### src/rtl/fbp_pkg.sv
package fbp_pkg;

  typedef enum logic [1:0] {
    PK_KEY555  = 2'd0,
    PK_RGB565  = 2'd1,
    PK_ARGB444 = 2'd2,
    PK_THR555  = 2'd3
  } pack_mode_e;

  // Pixel layout: {alpha, red, green, blue}, 8 bits each
  function automatic logic [15:0] pack_word(input pack_mode_e m,
                                            input logic [7:0] key,
                                            input logic [7:0] thr,
                                            input logic [31:0] pix);
    logic [7:0] a, r, g, b;
    logic [15:0] w;
    a = pix[31:24];
    r = pix[23:16];
    g = pix[15:8];
    b = pix[7:0];
    unique case (m)
      PK_KEY555:  w = {key[7], r[7:3], g[7:3], b[7:3]};
      PK_RGB565:  w = {r[7:3], g[7:2], b[7:3]};
      PK_ARGB444: w = {a[7:4], r[7:4], g[7:4], b[7:4]};
      default:    w = {(a > thr), r[7:3], g[7:3], b[7:3]};
    endcase
    return w;
  endfunction

endpackage

### src/rtl/fbp_pack.sv
module fbp_pack
  import fbp_pkg::*;
(
  input  logic [1:0]  mode,
  input  logic [7:0]  key,
  input  logic [7:0]  thr,
  input  logic [31:0] pix,
  output logic [15:0] word
);
  pack_mode_e mode_e;
  assign mode_e = pack_mode_e'(mode);
  assign word   = pack_word(mode_e, key, thr, pix);
endmodule

### src/rtl/fbp_addr_gen.sv
module fbp_addr_gen #(
  parameter int DIM_W    = 10,
  parameter int STRIDE_W = 6,
  parameter int ADDR_W   = 16
) (
  input  logic                clk,
  input  logic                rst_n,
  input  logic                step,
  input  logic [DIM_W-1:0]    width,
  input  logic [DIM_W-1:0]    height,
  input  logic [STRIDE_W-1:0] stride_field,
  output logic                discard,
  output logic [ADDR_W-1:0]   wr_addr,
  output logic                line_end,
  output logic                frame_end
);
  localparam int SPAN_W = ((STRIDE_W + 2) > DIM_W) ? (STRIDE_W + 2) : DIM_W;

  // Line pitch in halfwords
  function automatic logic [SPAN_W-1:0] line_span(input logic [DIM_W-1:0] w,
                                                  input logic [STRIDE_W-1:0] f);
    if (f == '0) return SPAN_W'(w);
    return SPAN_W'({f, 2'b00});
  endfunction

  // Pixels actually written per line
  function automatic logic [SPAN_W-1:0] eff_cols(input logic [DIM_W-1:0] w,
                                                 input logic [STRIDE_W-1:0] f);
    logic [SPAN_W-1:0] s;
    s = line_span(w, f);
    return (SPAN_W'(w) > s) ? s : SPAN_W'(w);
  endfunction

  logic [DIM_W-1:0]  col_q, line_q;
  logic [ADDR_W-1:0] base_q;
  logic [SPAN_W-1:0] span, eff;
  logic              last_col, last_line;

  assign span      = line_span(width, stride_field);
  assign eff       = eff_cols(width, stride_field);
  assign discard   = SPAN_W'(col_q) >= eff;
  assign wr_addr   = base_q + ADDR_W'(col_q);
  assign last_col  = (col_q == width - DIM_W'(1));
  assign last_line = (line_q == height - DIM_W'(1));
  assign line_end  = step && last_col;
  assign frame_end = line_end && last_line;

  always_ff @(posedge clk or negedge rst_n) begin
    if (!rst_n) begin
      col_q  <= '0;
      line_q <= '0;
      base_q <= '0;
    end else if (step) begin
      if (last_col) begin
        col_q <= '0;
        if (last_line) begin
          line_q <= '0;
          base_q <= '0;
        end else begin
          line_q <= line_q + DIM_W'(1);
          base_q <= base_q + ADDR_W'(span);
        end
      end else begin
        col_q <= col_q + DIM_W'(1);
      end
    end
  end

  // column counter never runs past the input line width
  p_col_bound_r6: assert property (@(posedge clk) disable iff (!rst_n)
    (width != '0) |-> (col_q < width));

  // a frame end returns the pointer to halfword 0
  p_frame_wrap_r8: assert property (@(posedge clk) disable iff (!rst_n)
    frame_end |=> (wr_addr == '0));

endmodule

### src/rtl/fbp_out_stage.sv
module fbp_out_stage #(
  parameter int DATA_W = 16,
  parameter int ADDR_W = 16
) (
  input  logic              clk,
  input  logic              rst_n,
  input  logic              load,
  input  logic [ADDR_W-1:0] ld_addr,
  input  logic [DATA_W-1:0] ld_data,
  input  logic              out_ready,
  output logic              can_load,
  output logic              out_valid,
  output logic [ADDR_W-1:0] out_addr,
  output logic [DATA_W-1:0] out_data
);
  assign can_load = !out_valid || out_ready;

  always_ff @(posedge clk or negedge rst_n) begin
    if (!rst_n) begin
      out_valid <= 1'b0;
      out_addr  <= '0;
      out_data  <= '0;
    end else if (load) begin
      out_valid <= 1'b1;
      out_addr  <= ld_addr;
      out_data  <= ld_data;
    end else if (out_ready) begin
      out_valid <= 1'b0;
    end
  end

  // a held word does not change while stalled
  p_hold_r9: assert property (@(posedge clk) disable iff (!rst_n)
    (out_valid && !out_ready) |=> (out_valid && $stable(out_addr) && $stable(out_data)));

  // never overwrite an undrained word
  p_no_overwrite_r9: assert property (@(posedge clk) disable iff (!rst_n)
    load |-> (!out_valid || out_ready));

endmodule

### src/rtl/fb_pixel_packer.sv
module fb_pixel_packer #(
  parameter int DIM_W    = 10,
  parameter int STRIDE_W = 6,
  parameter int ADDR_W   = 16
) (
  input  logic                clk,
  input  logic                rst_n,
  input  logic [1:0]          cfg_mode,
  input  logic [7:0]          cfg_key,
  input  logic [7:0]          cfg_thresh,
  input  logic [STRIDE_W-1:0] cfg_stride,
  input  logic [DIM_W-1:0]    cfg_width,
  input  logic [DIM_W-1:0]    cfg_height,
  input  logic                in_valid,
  output logic                in_ready,
  input  logic [31:0]         in_pix,
  output logic                out_valid,
  input  logic                out_ready,
  output logic [ADDR_W-1:0]   out_addr,
  output logic [15:0]         out_data
);
  localparam int WORD_W = 16;

  logic              accept, discard, wr_load, can_load;
  logic              line_end, frame_end;
  logic [ADDR_W-1:0] wr_addr;
  logic [WORD_W-1:0] packed_word;

  assign in_ready = can_load || discard;
  assign accept   = in_valid && in_ready;
  assign wr_load  = accept && !discard;

  fbp_pack u_pack (
    .mode (cfg_mode),
    .key  (cfg_key),
    .thr  (cfg_thresh),
    .pix  (in_pix),
    .word (packed_word)
  );

  fbp_addr_gen #(.DIM_W(DIM_W), .STRIDE_W(STRIDE_W), .ADDR_W(ADDR_W)) u_addr (
    .clk          (clk),
    .rst_n        (rst_n),
    .step         (accept),
    .width        (cfg_width),
    .height       (cfg_height),
    .stride_field (cfg_stride),
    .discard      (discard),
    .wr_addr      (wr_addr),
    .line_end     (line_end),
    .frame_end    (frame_end)
  );

  fbp_out_stage #(.DATA_W(WORD_W), .ADDR_W(ADDR_W)) u_out (
    .clk       (clk),
    .rst_n     (rst_n),
    .load      (wr_load),
    .ld_addr   (wr_addr),
    .ld_data   (packed_word),
    .out_ready (out_ready),
    .can_load  (can_load),
    .out_valid (out_valid),
    .out_addr  (out_addr),
    .out_data  (out_data)
  );

  // input backpressure only while a word is held
  p_ready_r9: assert property (@(posedge clk) disable iff (!rst_n)
    (in_valid && !in_ready) |-> (out_valid && !out_ready));

  // key bit follows key byte bit 7 in mode 0
  p_key_bit_r1: assert property (@(posedge clk) disable iff (!rst_n)
    (wr_load && cfg_mode == 2'd0) |=> (out_data[15] == $past(cfg_key[7])));

  // strict alpha threshold in mode 3
  p_alpha_cmp_r4: assert property (@(posedge clk) disable iff (!rst_n)
    (wr_load && cfg_mode == 2'd3) |=>
      (out_data[15] == ($past(in_pix[31:24]) > $past(cfg_thresh))));

  // a discarded pixel creates no new write
  p_discard_r6: assert property (@(posedge clk) disable iff (!rst_n)
    (accept && discard) |=> (out_valid == $past(out_valid && !out_ready)));

endmodule

### config.mk
export PLATFORM = sky130hd
export DESIGN_NAME = fb_pixel_packer
export DESIGN_NICKNAME = d
export VERILOG_FILES = /design/src/rtl/fbp_pkg.sv /design/src/rtl/fbp_pack.sv /design/src/rtl/fbp_addr_gen.sv /design/src/rtl/fbp_out_stage.sv /design/src/rtl/fb_pixel_packer.sv
export SDC_FILE = /design/constraint.sdc
export NUM_CORES = 1
export LEC_CHECK = 0
export BUFFER_PORTS_ARGS = -buffer_cell sky130_fd_sc_hd__buf_2
export CORE_ASPECT_RATIO = 0.7
export CORE_UTILIZATION = 51
export CTS_BUF_LIST = sky130_fd_sc_hd__clkbuf_8 sky130_fd_sc_hd__clkbuf_16
export CTS_CLUSTER_SIZE = 20
export DETAILED_ROUTE_END_ITERATION = 10
export PLACE_DENSITY = 0.8
export SLEW_MARGIN = 20
export SYNTH_ARGS = -nofsm -noshare
export SYNTH_HDL_FRONTEND = slang
export SYNTH_SLANG_ARGS = --single-unit
### constraint.sdc
create_clock -name clk -period 5 [get_ports clk]
set_input_delay 0.5 -clock clk [delete_from_list [all_inputs] [get_ports clk]]
set_output_delay 0.5 -clock clk [all_outputs]
set_load 0.03 [all_outputs]
== Word level (Yosys, flattened, before mapping) ==
Index checks and enable logic that the tools add are counted.
W data, S select, Z words.

* Multiply operators: 0
* Mux-type cells: 10
* Div/mod/pow operators: 0
* $add $sub $neg: 6
* Reduce and logical (&&, ||, !) cells: 10
* Order comparisons: 3
* Shift operators: 0
* Equal/unequal tests: 4
* Bitwise logic cells: 0

{| class="wikitable"
|+ Operators with widths
! kind !! count
|-
| $mux W10 || 5
|-
| $pmux W16 S3 || 1
|-
| $add A16 B10 Y16 || 2
|-
| $add A10 B1 Y10 const B || 2
|-
| $eq A10 B10 Y1 || 2
|-
| $sub A10 B1 Y10 const B || 2
|-
| $mux W16 || 1
|-
| $ge A10 B10 Y1 || 1
|-
| $gt A10 B10 Y1 || 1
|-
| $gt A8 B8 Y1 || 1
|-
| $logic_not A6 Y1 || 1
|-
| $mux W1 || 3
|-
| $eq A2 B1 Y1 const B || 1
|-
| $eq A2 B2 Y1 const B || 1
|-
| $logic_and A1 B1 Y1 || 2
|-
| $logic_not A1 Y1 || 2
|-
| $logic_not A2 Y1 || 1
|-
| $logic_or A1 B1 Y1 || 2
|-
| $reduce_and A2 Y1 || 1
|-
| $reduce_bool A2 Y1 || 1
|}

* Register bits: 69
* Memory bits (writable): 0
* Output and inout port bits: 34
* Logic and storage cells: 39
* Input port bits: 80
* Bits in latches: 0
* Memory bits (read-only): 0
* Memories kept: 0

== Logic depth before layout (Yosys ltp) ==
* Word-level depth: 10
* Depth in mapped cells: 22
* Mapped depth without buffers: 20

== By module ==
Synthesis repeated with hierarchy kept, for this count alone.

* Cell total of the unflattened synthesis: 636
* Area total of the unflattened synthesis: 5911.9 um^2

{| class="wikitable"
|+ By module, submodules not included
! module !! seq. area each (um^2) !! cells an instance !! area each (um^2) !! instances
|-
| fbp_addr_gen || 900.9 || 477 || 3941.3 || 1
|-
| fbp_out_stage || 825.8 || 71 || 1378.8 || 1
|-
| fbp_pack || 0.0 || 85 || 568.0 || 1
|-
| fb_pixel_packer || 0.0 || 3 || 23.8 || 1
|}

== Worst setup path after synthesis ==
OpenSTA, ideal clock, no wires.

* Path type: input to output
* From: input port cfg_stride[0]
* To: output port in_ready
* Arrival: 4.648 ns
* Slack: -0.148 ns
* Buffers on the path: 1
* Data required time: 4.500 ns
* Stages on the path: 16
* Cell sequence: or4_4 > nor3_1 > a21oi_1 > ha_1 > nand3_1 > a2111oi_4 > mux2_1 > o32ai_1 > buf_2 > a21oi_1 > ha_1 > nand2b_1 > a211oi_1 > o21ai_0 > a21boi_0 > o21ai_0

* Word-level cells in the longest chain between the ends: 7

{| class="wikitable"
|+ RTL lines
! element !! line !! RTL
|-
| start: declaration || fb_pixel_packer.sv:11 || <nowiki>input logic [STRIDE_W-1:0] cfg_stride,</nowiki>
|-
| $logic_not A6 Y1 || fbp_addr_gen.sv:22 || <nowiki>if (f == '0) return SPAN_W'(w);</nowiki>
|-
| $mux W1 || fbp_addr_gen.sv:22 ||
|-
| $mux W10 (*) || fbp_addr_gen.sv:23 || <nowiki>return SPAN_W'({f, 2'b00});</nowiki>
|-
| $gt A10 B10 Y1 || fbp_addr_gen.sv:31 || <nowiki>return (SPAN_W'(w) > s) ? s : SPAN_W'(w);</nowiki>
|-
| $mux W10 (*) || fbp_addr_gen.sv:31 ||
|-
| $ge A10 B10 Y1 (*) || fbp_addr_gen.sv:41 || <nowiki>assign discard = SPAN_W'(col_q) >= eff;</nowiki>
|-
| $logic_or A1 B1 Y1 (*) || fb_pixel_packer.sv:29 || <nowiki>assign in_ready = can_load || discard;</nowiki>
|-
| end: declaration || fb_pixel_packer.sv:15 || <nowiki>output logic in_ready,</nowiki>
|}

Mark *: on every way between the ends. The rest lies on a longest branch, timed or not.

== Worst setup path after layout ==
* From: input port cfg_stride[2]
* To: output port in_ready

The elaborated chain is that of the path after synthesis.

==> metrics <==
status=completed; CTS sink count=approximately 70; H-tree levels=3; dpl ws=-181 ps; first-pass GRT wire length=26.9 mm; Top FF cell, synth=dfrtp_1; Clock Path Buffers=2; total die area=around 12000 sq um; CTS clk-pin slew, worst paths=50 ps; max-cap violation count=0; # port buffers=98; kind of critical path=in -> out; Synth top area share=about 29%; row cnt=32; Area growth syn-to-layout=20.0%; Slew @ Worst Pin=978 ps; Final ANT Viol Nets=0; count leader, synth=dfrtp_1; fmax=~0.2 GHz; GRT Overall Usage=28.7%; Yosys top cell by area=dfrtp_1; Avg Synthesized Cell Area=approximately 8.6 sq um; CP max FO=8; drt pass-1 iters=5; Layout Nets=between 900 and 1000; Final Hold Fails=0; latest clock arrival within the worst-skew pair=~340 ps; clock skew=around 6.2 ps; final worst slack=between 100 and 150 ps; clock tree from TritonCTS=done; vias in the first global route=5600; Post-Syn Area=about 5900 sq um; Slew Viols, Final=0; #FFs+latches synth=69; CP required=roughly 4500 ps; ys async rst share=100%; mux share of post-synthesis cell area=1.79%; initial antenna violation count=0; Adder-Cell Fraction of Synth Area=between 10% and 20%; Syn Nets=811; number of setup violations in the final report=0; Reg2Reg Setup Slack=around 2200 ps; P per Cell Area=around 380 nW/um^2; Synthesis Warnings=0; Core ar.=~11000 sq um; TNS Setup=0 ps; remaining global-route overflow=0; Worst slew margin=between 30% and 40%; Final Cycle Share=a little over nine tenths; Max IR drop VDD=0.243 mV; fillcell total=973; DRC Markers=0; Hold WS=370 ps; vias per inst=~6; Post-synth EDFFs=0; number of buffers created by CTS=9; ranking of synthesized cells by area=dfrtp_1 29%, ha_1 9.4%, o21ai_0 4.8%; DP HPWL=between 10 and 15 mm; Synth cell types=78; Setup crit end kind=output port; Tmin final=4870 ps; largest net degree at the start of global routing=70; Worst R2R Path Depth=10; share of layout cells above drive strength 1=around 25%; post-synthesis simple-gate area fraction=20.2%; WL final=approximately 16 mm; initial core utilization=a little over half; Final Util=roughly 63%; gpl congestion=approximately 0.97; CTS Root Cell=clkbuf_16; largest family of logic cells by synthesized area=compound AO/OA/AOI/OAI gates; top cells by count, synth=69 x dfrtp_1, 63 x nand2_1, 57 x o21ai_0, 44 x ha_1, 44 x inv_1; post-synthesis instance total=685; Worst Path Arrival=4370 ps; hold crit path type=in -> async; final cell count without fillers=954; post-synthesis xor/xnor area fraction=roughly 6.3%; wire length per cell=17.2 microns; Leak Pwr=between 3 and 4 nW; Compound-Gate Fraction of Synth Area=roughly a quarter; DRC marker count from the first detailed-route iteration=about 530; Die Width=130 microns; vias post-DR=5744; die height=about 92 microns; placed insts=about 930; Antenna Cells=0; register area share after synthesis=29.3%; Worst setup SP type=primary input; Ports=114
-- per-layer routing --
metal | vias up | GRT usage, % | part of all wire, %
met4 | 0 | 7.38 | 1.6
met3 | 30 | 5.83 | 6.0
met1 | 2783 | 38.8 | 45
li1 | 2757 | - | -
met5 | - | 0 | 0
met2 | 174 | 46.5 | 47
-- final cells by class --
cell class	instances	area [sq um]	area share, %
Clock buffer	9	225	3.19
Clock inverter	7	73.8	1.05
Multi-Input combinational cell	541	3920	55.5
Sequential cell	69	1730	24.5
Inverter	44	165	2.34
Tap cell	153	191	2.71
Timing Repair Buffer	131	761	10.8
-- worst max-delay path, cell delays in order --
cell and delay (ps):
buf_2 110, or4_4 570, nor3_4 190, a21o_1 160, inv_2 60, ha_4 270
o21ai_4 60, a2111oi_4 380, mux2_4 340, o32ai_2 90, buf_4 210, buf_6 110
a22oi_2 70, ha_1 300, o21a_1 200, o2111ai_2 200, inv_2 60, a21boi_2 130
buf_4 120, o21ai_2 50, buf_4 170
-- through the flow --
stage          cell area (sq um)  power [mW]
2_1_floorplan               5890        1.60
3_5_place_dp                6630        1.97
6_report                    7060        2.66
5_1_grt                     7060        2.82
4_1_cts                     6930        2.63
3_3_place_gp                6630        1.92
-- path summary, 6_finish.rpt --
check / startpoint / end
worst max-delay path: cfg_stride[2] / in_ready
worst min-delay path: rst_n / u_out.out_data[8]
worst max register to register: u_addr.col_q[0] / u_out.out_addr[14]
worst min register to register: u_out.out_data[11] / u_out.out_data[11]
max in group asynchronous: rst_n / u_addr.line_q[4]
min in group clk: u_out.out_data[11] / u_out.out_data[11]
-- report_power, final --
| part | switching [mW] | leakage, nW | internal (mW) |
|---|---|---|---|
| Sequential | 0.169 | 0.868 | 0.710 |
| Clock | 0.258 | 0.134 | 0.387 |
| Combinational | 0.708 | 2.24 | 0.427 |
-- state kept, by name, indices dropped and copies added (netlist names) --
register	cells
u_addr.line_q	10
u_out.out_valid	1
u_out.out_addr	16
u_addr.col_q	10
u_out.out_data	16
u_addr.base_q	16
-- kinds of logic (layout without fill, tap and decap cells) --
kind of cell,after synthesis,in the layout
fa+ha+maj,46,46
buf+inv,75,191
compound gates,225,225
mux,10,10
flops,69,69
simple gates,218,218
xor+xnor,42,42
-- what timing repair did --
item                       in CTS  in global routing
buffers inserted                0                  7
hold endpoints to repair        0                  0
hold buffers                    0                  0
pin swaps                       0                 12
resized for setup               1                 21
setup endpoints to repair       1                 40
-- layout by cell type (no fill, tap or decap), types with 5 or more instances in the layout --
cell | Yosys | routed
a211oi_1 | 9 | 8
a21o_1 | 9 | 9
a21oi_1 | 24 | 23
a31oi_1 | 5 | 5
and3_1 | 12 | 12
buf_2 | 8 | 97
buf_4 | 0 | 31
clkbuf_16 | 0 | 9
dfrtp_1 | 69 | 69
ha_1 | 44 | 43
inv_1 | 44 | 42
mux2i_1 | 6 | 6
nand2_1 | 63 | 62
nand2b_1 | 17 | 17
nand3_1 | 15 | 15
nand4_1 | 10 | 10
nor2_1 | 38 | 38
nor2b_1 | 10 | 10
nor3_1 | 12 | 11
nor4_1 | 5 | 5
o21a_1 | 6 | 6
o21ai_0 | 57 | 54
o21ai_1 | 16 | 17
o22ai_1 | 13 | 13
o31ai_1 | 34 | 34
o41ai_1 | 5 | 5
or3_1 | 6 | 6
xnor2_1 | 27 | 27
xor2_1 | 15 | 15
Note: power is estimated with default switching activity, not from simulation.
